**src/rtl/dual_chan_map_pkg.sv**
```systemverilog
package dual_chan_map_pkg;
  // Strobes from the zone decoder to the address datapath.
  typedef struct packed {
    logic take;    // issue a channel request
    logic flag;    // report an error
    logic ilv;     // address lies in the interleaved zone
    logic logicB;  // logical channel B chosen
  } mapStrobe_t;
endpackage

```
**src/rtl/dual_chan_map_ctrl.sv**
```systemverilog
module dual_chan_map_ctrl
  import dual_chan_map_pkg::*;
#(
  parameter int ADDR_W   = 34,
  parameter int SIZE_W   = 13,
  parameter int GRAN_LG2 = 20,
  parameter int LINE_LG2 = 6
) (
  input  logic              reqValid,
  input  logic [ADDR_W-1:0] reqAddr,
  input  logic [SIZE_W-1:0] sizeA,
  input  logic [SIZE_W-1:0] sizeB,
  output mapStrobe_t        strobes
);
  localparam int EXT_W = ADDR_W + 2;

  logic [EXT_W-1:0] addrExt;
  logic [EXT_W-1:0] ilvTop;
  logic [EXT_W-1:0] totalTop;
  logic             cfgBad;
  logic             rangeBad;
  logic             inIlv;

  always_comb begin
    addrExt  = EXT_W'(reqAddr);
    ilvTop   = EXT_W'(sizeB) << (GRAN_LG2 + 1);
    totalTop = (EXT_W'(sizeA) + EXT_W'(sizeB)) << GRAN_LG2;
    cfgBad   = sizeB > sizeA;
    rangeBad = addrExt >= totalTop;
    inIlv    = addrExt < ilvTop;

    strobes.take   = reqValid & ~cfgBad & ~rangeBad;
    strobes.flag   = reqValid & (cfgBad | rangeBad);
    strobes.ilv    = inIlv;
    strobes.logicB = inIlv & reqAddr[LINE_LG2];
  end
endmodule

```
**src/rtl/dual_chan_map_dp.sv**
```systemverilog
module dual_chan_map_dp
  import dual_chan_map_pkg::*;
#(
  parameter int ADDR_W   = 34,
  parameter int SIZE_W   = 13,
  parameter int GRAN_LG2 = 20,
  parameter int LINE_LG2 = 6
) (
  input  logic              clk,
  input  logic              rstN,
  input  logic [ADDR_W-1:0] reqAddr,
  input  logic [SIZE_W-1:0] sizeB,
  input  logic              swapMap,
  input  mapStrobe_t        strobes,
  output logic              outValid,
  output logic              outErr,
  output logic              outChan,
  output logic [ADDR_W-1:0] outAddr
);
  localparam int UPPER_W = ADDR_W - LINE_LG2 - 1;

  logic [ADDR_W-1:0] bBytes;
  logic [ADDR_W-1:0] ilvLocal;
  logic [ADDR_W-1:0] linLocal;
  logic [ADDR_W-1:0] nextAddr;
  logic              nextChan;

  always_comb begin
    bBytes   = ADDR_W'(sizeB) << GRAN_LG2;
    ilvLocal = {1'b0, reqAddr[ADDR_W-1 -: UPPER_W], reqAddr[LINE_LG2-1:0]};
    linLocal = reqAddr - bBytes;
    nextAddr = strobes.ilv ? ilvLocal : linLocal;
    nextChan = strobes.logicB ^ swapMap;
  end

  always_ff @(posedge clk) begin
    if (!rstN) begin
      outValid <= 1'b0;
      outErr   <= 1'b0;
      outChan  <= 1'b0;
      outAddr  <= '0;
    end else begin
      outValid <= strobes.take;
      outErr   <= strobes.flag;
      outChan  <= strobes.take ? nextChan : 1'b0;
      outAddr  <= strobes.take ? nextAddr : '0;
    end
  end
endmodule

```
**src/rtl/dual_chan_map.sv**
```systemverilog
module dual_chan_map
  import dual_chan_map_pkg::*;
#(
  parameter int ADDR_W   = 34,
  parameter int SIZE_W   = 13,
  parameter int GRAN_LG2 = 20,
  parameter int LINE_LG2 = 6
) (
  input  logic              clk,
  input  logic              rstN,
  input  logic              reqValid,
  input  logic [ADDR_W-1:0] reqAddr,
  input  logic [SIZE_W-1:0] sizeA,
  input  logic [SIZE_W-1:0] sizeB,
  input  logic              swapMap,
  output logic              outValid,
  output logic              outErr,
  output logic              outChan,
  output logic [ADDR_W-1:0] outAddr
);
  mapStrobe_t strobes;

  dual_chan_map_ctrl #(
    .ADDR_W(ADDR_W), .SIZE_W(SIZE_W), .GRAN_LG2(GRAN_LG2), .LINE_LG2(LINE_LG2)
  ) ctrl_i (
    .reqValid(reqValid),
    .reqAddr (reqAddr),
    .sizeA   (sizeA),
    .sizeB   (sizeB),
    .strobes (strobes)
  );

  dual_chan_map_dp #(
    .ADDR_W(ADDR_W), .SIZE_W(SIZE_W), .GRAN_LG2(GRAN_LG2), .LINE_LG2(LINE_LG2)
  ) dp_i (
    .clk     (clk),
    .rstN    (rstN),
    .reqAddr (reqAddr),
    .sizeB   (sizeB),
    .swapMap (swapMap),
    .strobes (strobes),
    .outValid(outValid),
    .outErr  (outErr),
    .outChan (outChan),
    .outAddr (outAddr)
  );
endmodule

```
**config.mk**
```make
export PLATFORM = sky130hd
export DESIGN_NAME = dual_chan_map
export DESIGN_NICKNAME = d
export VERILOG_FILES = /design/src/rtl/dual_chan_map_pkg.sv /design/src/rtl/dual_chan_map_ctrl.sv /design/src/rtl/dual_chan_map_dp.sv /design/src/rtl/dual_chan_map.sv
export SDC_FILE = /design/constraint.sdc
export NUM_CORES = 1
export LEC_CHECK = 0
export BUFFER_PORTS_ARGS = -buffer_cell sky130_fd_sc_hd__buf_2
export CORE_MARGIN = 2
export CORE_UTILIZATION = 40
export CTS_BUF_LIST = sky130_fd_sc_hd__clkbuf_8 sky130_fd_sc_hd__clkbuf_16
export CTS_CLUSTER_DIAMETER = 50
export DETAILED_ROUTE_END_ITERATION = 8
export SKIP_LAST_GASP = 1
export SLEW_MARGIN = 15
export SYNTH_ARGS = -nofsm -noshare
export SYNTH_HDL_FRONTEND = slang
export SYNTH_SLANG_ARGS = --single-unit
```
**constraint.sdc**
```tcl
create_clock -name clk -period 11.4 [get_ports clk]
set_input_delay 1.14 -clock clk [delete_from_list [all_inputs] [get_ports clk]]
set_output_delay 1.14 -clock clk [all_outputs]
set_load 0.02 [all_outputs]
```
==> impl_metrics.ini <==
[route]
drt_iter0_markers = 118
antenna_left = 0
finalWirelength_um = 8300
viasPerCell = 5.15
wl_per_cell_um = 13.2
first_pass_iters = 4
drc = 0
num_vias = 3240

[yosys]
synthCells = 428
synth_flop_cell = dfxtp_1
syn_avg_cell_area_um2 = 8.02
ys.warnings.count = 0
synthArstFlopShare_pct = 0
syn_nets = 559
synthDistinctLibCells = 55
synth-edff-count = 0
seq_area_frac_synth_pct = 21.6
syn_area_um2 = 3430
ys_ff_latch = 37

[clocking]
postCtsSetupBuffers = 0
holdBufCountCts = 0
cts_tree = done
cts_num_sinks = 37
ctsHtreeMaxLevel = 2
cts-resized-gates = 0
numCtsBuffers = 5
clk_pin_slew_ps = 70
cts_max_path_buffers = 2
clockRootBuffer = clkbuf_8

[hold_path]
hold_path_class = primary input to register

[placed_design]
io_buffers = 100
place.gp.congestion = 0.857
place_ws_ps = 6240
dp_cells = 621
hpwlAfterDp_um = 6900

[floorplanning]
die_h_um = 96.7
die_x_um = 96.7
rows = 33
dieArea_um2 = 9340
core_area_um2 = 8260
start_util_pct = 41.6
ioPinCount = 101

[global_routing]
grt_pass1_wl_um = 14000
grt_most_used_layer = met2
grt.total_usage_pct = 17.5
grt_use_met3_pct = 2.38
grtUsageMet1_pct = 23.6
grt-ovfl-total = 0
grt_pass1_vias = 3040
grt_max_degree = 37
antenna_found_initial = 0
met2_usage_pct = 29.8

[layout]
fillCellCount = 875
final_core_util_pct = 49.5
drive_gt1_share_pct = 26.1
diodes = 0
stdcell_count = 629
syn_to_final_growth_pct = 18.9
fin_nets = 654

[sta]
fin_tns_setup_ps = 0
max_slew_margin_pct = 52.6
fin_ws_ps = 6600
fmax_ghz = 0.208
final_max_slew_viol_count = 0
tightestPinTransition_ps = 707
fin_crit_sh_pct = 42.1
post-route-min-period_ps = 4800
finalSetupViolCount = 0
fin_hold_ws_ps = 1080
final_hold_viol_count = 0
rsz0062_at_grt = false

[power_and_ir_drop]
max-vdd-ir-drop_uv = 43.4
p_per_area_nw_per_um2 = 96.7
leakage_uw = 0.00209

[worst_setup_path]
startpoint_type = primary input
slowest_delay_ps = 470
critPathMaxFanout = 36
crit_type = primary input to register
worstPathCellList = buf_2 > ha_1 > inv_1 > fa_1 > o21ba_2 > o311ai_0 > a311oi_1 > nor2_1 > nor2_1 > o21bai_1 > xnor2_1 > ha_1 > and4_1 > o2111ai_1 > a21oi_1 > or2_2 > or4_1 > buf_4 > nor3_1
crit_end = dp_i.outAddr[33]$_SDFF_PP0_
crit_required_ps = 11600
cp-end-kind = register
critical_path.slowest_cell = o311ai_0
worstPathArrival_ps = 5000
crit_path_start = sizeB[0]

[run]
drv_cap = 0

[outcome]
status = finished, final reports clean
## cells in the mapped netlist (3+ instances only)
library cell | count | area, µm²
o2111ai_1 | 4 | 35.0
nor2_1 | 29 | 109
dfxtp_1 | 37 | 741
ha_1 | 65 | 813
o21a_1 | 3 | 22.5
a211oi_1 | 4 | 30.0
nor2b_1 | 7 | 43.8
o21bai_1 | 4 | 30.0
a31oi_1 | 6 | 37.5
nand2b_1 | 4 | 25.0
and4_1 | 3 | 26.3
nand2_1 | 54 | 203
nand4_1 | 6 | 37.5
nor3_1 | 11 | 55.1
xnor2_1 | 18 | 158
buf_6 | 4 | 45.0
nor4_1 | 4 | 25.0
or4_1 | 3 | 22.5
a21o_1 | 6 | 45.0
a21oi_2 | 21 | 184
inv_1 | 45 | 169
a21oi_1 | 27 | 135
xor2_1 | 3 | 26.3
clkbuf_1 | 9 | 33.8
o21ai_0 | 14 | 70.1
## worst min path at each step
stage / start / end / depth (start not counted)
after global routing: reqAddr[1] / dp_i.outAddr[1]$_SDFF_PN0_ / 3
after floorplan: reqAddr[0] / dp_i.outAddr[0]$_SDFF_PN0_ / 2
after detailed placement: reqAddr[0] / dp_i.outAddr[0]$_SDFF_PN0_ / 3
final: reqAddr[0] / dp_i.outAddr[0]$_SDFF_PN0_ / 3
after CTS: reqAddr[0] / dp_i.outAddr[0]$_SDFF_PN0_ / 3
after global placement: reqAddr[0] / dp_i.outAddr[0]$_SDFF_PN0_ / 3
## per-stage QoR
step / instance area, µm² / power (µW)
2_1_floorplan: 3430 / 264
3_3_place_gp: 4000 / 309
3_5_place_dp: 4000 / 312
4_1_cts: 4080 / 399
5_1_grt: 4080 / 428
6_report: 4080 / 395
## flip-flops by register name (all words and copies together) (netlist names)
| signal | count |
|---|---|
| dp_i.outAddr | 34 |
| dp_i.outChan | 1 |
| dp_i.outErr | 1 |
| dp_i.outValid | 1 |
## cells by family (layout without fill, tap and decap cells)
kind of cell | after synthesis | count (layout) | share of synthesized area (%)
AO/OA/AOI/OAI | 107 | 107 | 21.9
adder cells (fa/ha/maj) | 67 | 67 | 24.8
XOR/XNOR | 21 | 21 | 5.36
multiplexers | 1 | 1 | 0.328
AND/OR/NAND/NOR | 134 | 134 | 18.5
flip-flops | 37 | 37 | 21.6
buffers and inverters | 61 | 157 | 7.58
## layout make-up
type	instances	area, µm²	area share (%)
multi-input cells	330	2440	59.7
flip-flops and latches	37	741	18.1
inverters	47	176	4.32
repair buffers	102	515	12.6
clock inverters	3	13.8	0.337
clock buffers	5	68.8	1.69
well taps	105	131	3.22
## layer usage
metal  part of all wire, %  wire length (µm)  up-vias
met1                    49              4050     1464
met2                    45              3760       91
met5                     0                 0        -
met4                   1.0                87        0
met3                   4.9               403        6
li1                      -                 -     1679
## power breakdown
part | leakage (µW) | switching (µW) | internal [µW] | total (µW)
clock network | 0.0000491 | 45.5 | 41.4 | 86.9
registers | 0.000300 | 1.35 | 136 | 137
logic | 0.00174 | 101 | 70.1 | 171
## worst max-delay path, delay by kind of cell
family	cells	cell delay (ps)
adders and majority gates	3	800
AOI/OAI and AO/OA	6	1210
buffers and inverters	3	460
and+or+nand+nor	6	1250
xor gates and xnor gates	1	130
## layout by cell type (no fill, tap or decap), drive strengths merged, types with 5 or more instances in the layout
cell type  netlist  routed
ha              65      65
nor3            11      11
a21oi           48      48
buf              5     102
a21o             6       6
nor2            29      29
nor2b            7       7
dfxtp           37      37
clkbuf           9       5
inv             46      47
nand4            6       6
a31oi            6       6
nand2           54      54
o21ai           15      15
xnor2           18      18
No activity file was read; power rests on OpenSTA's default activity.
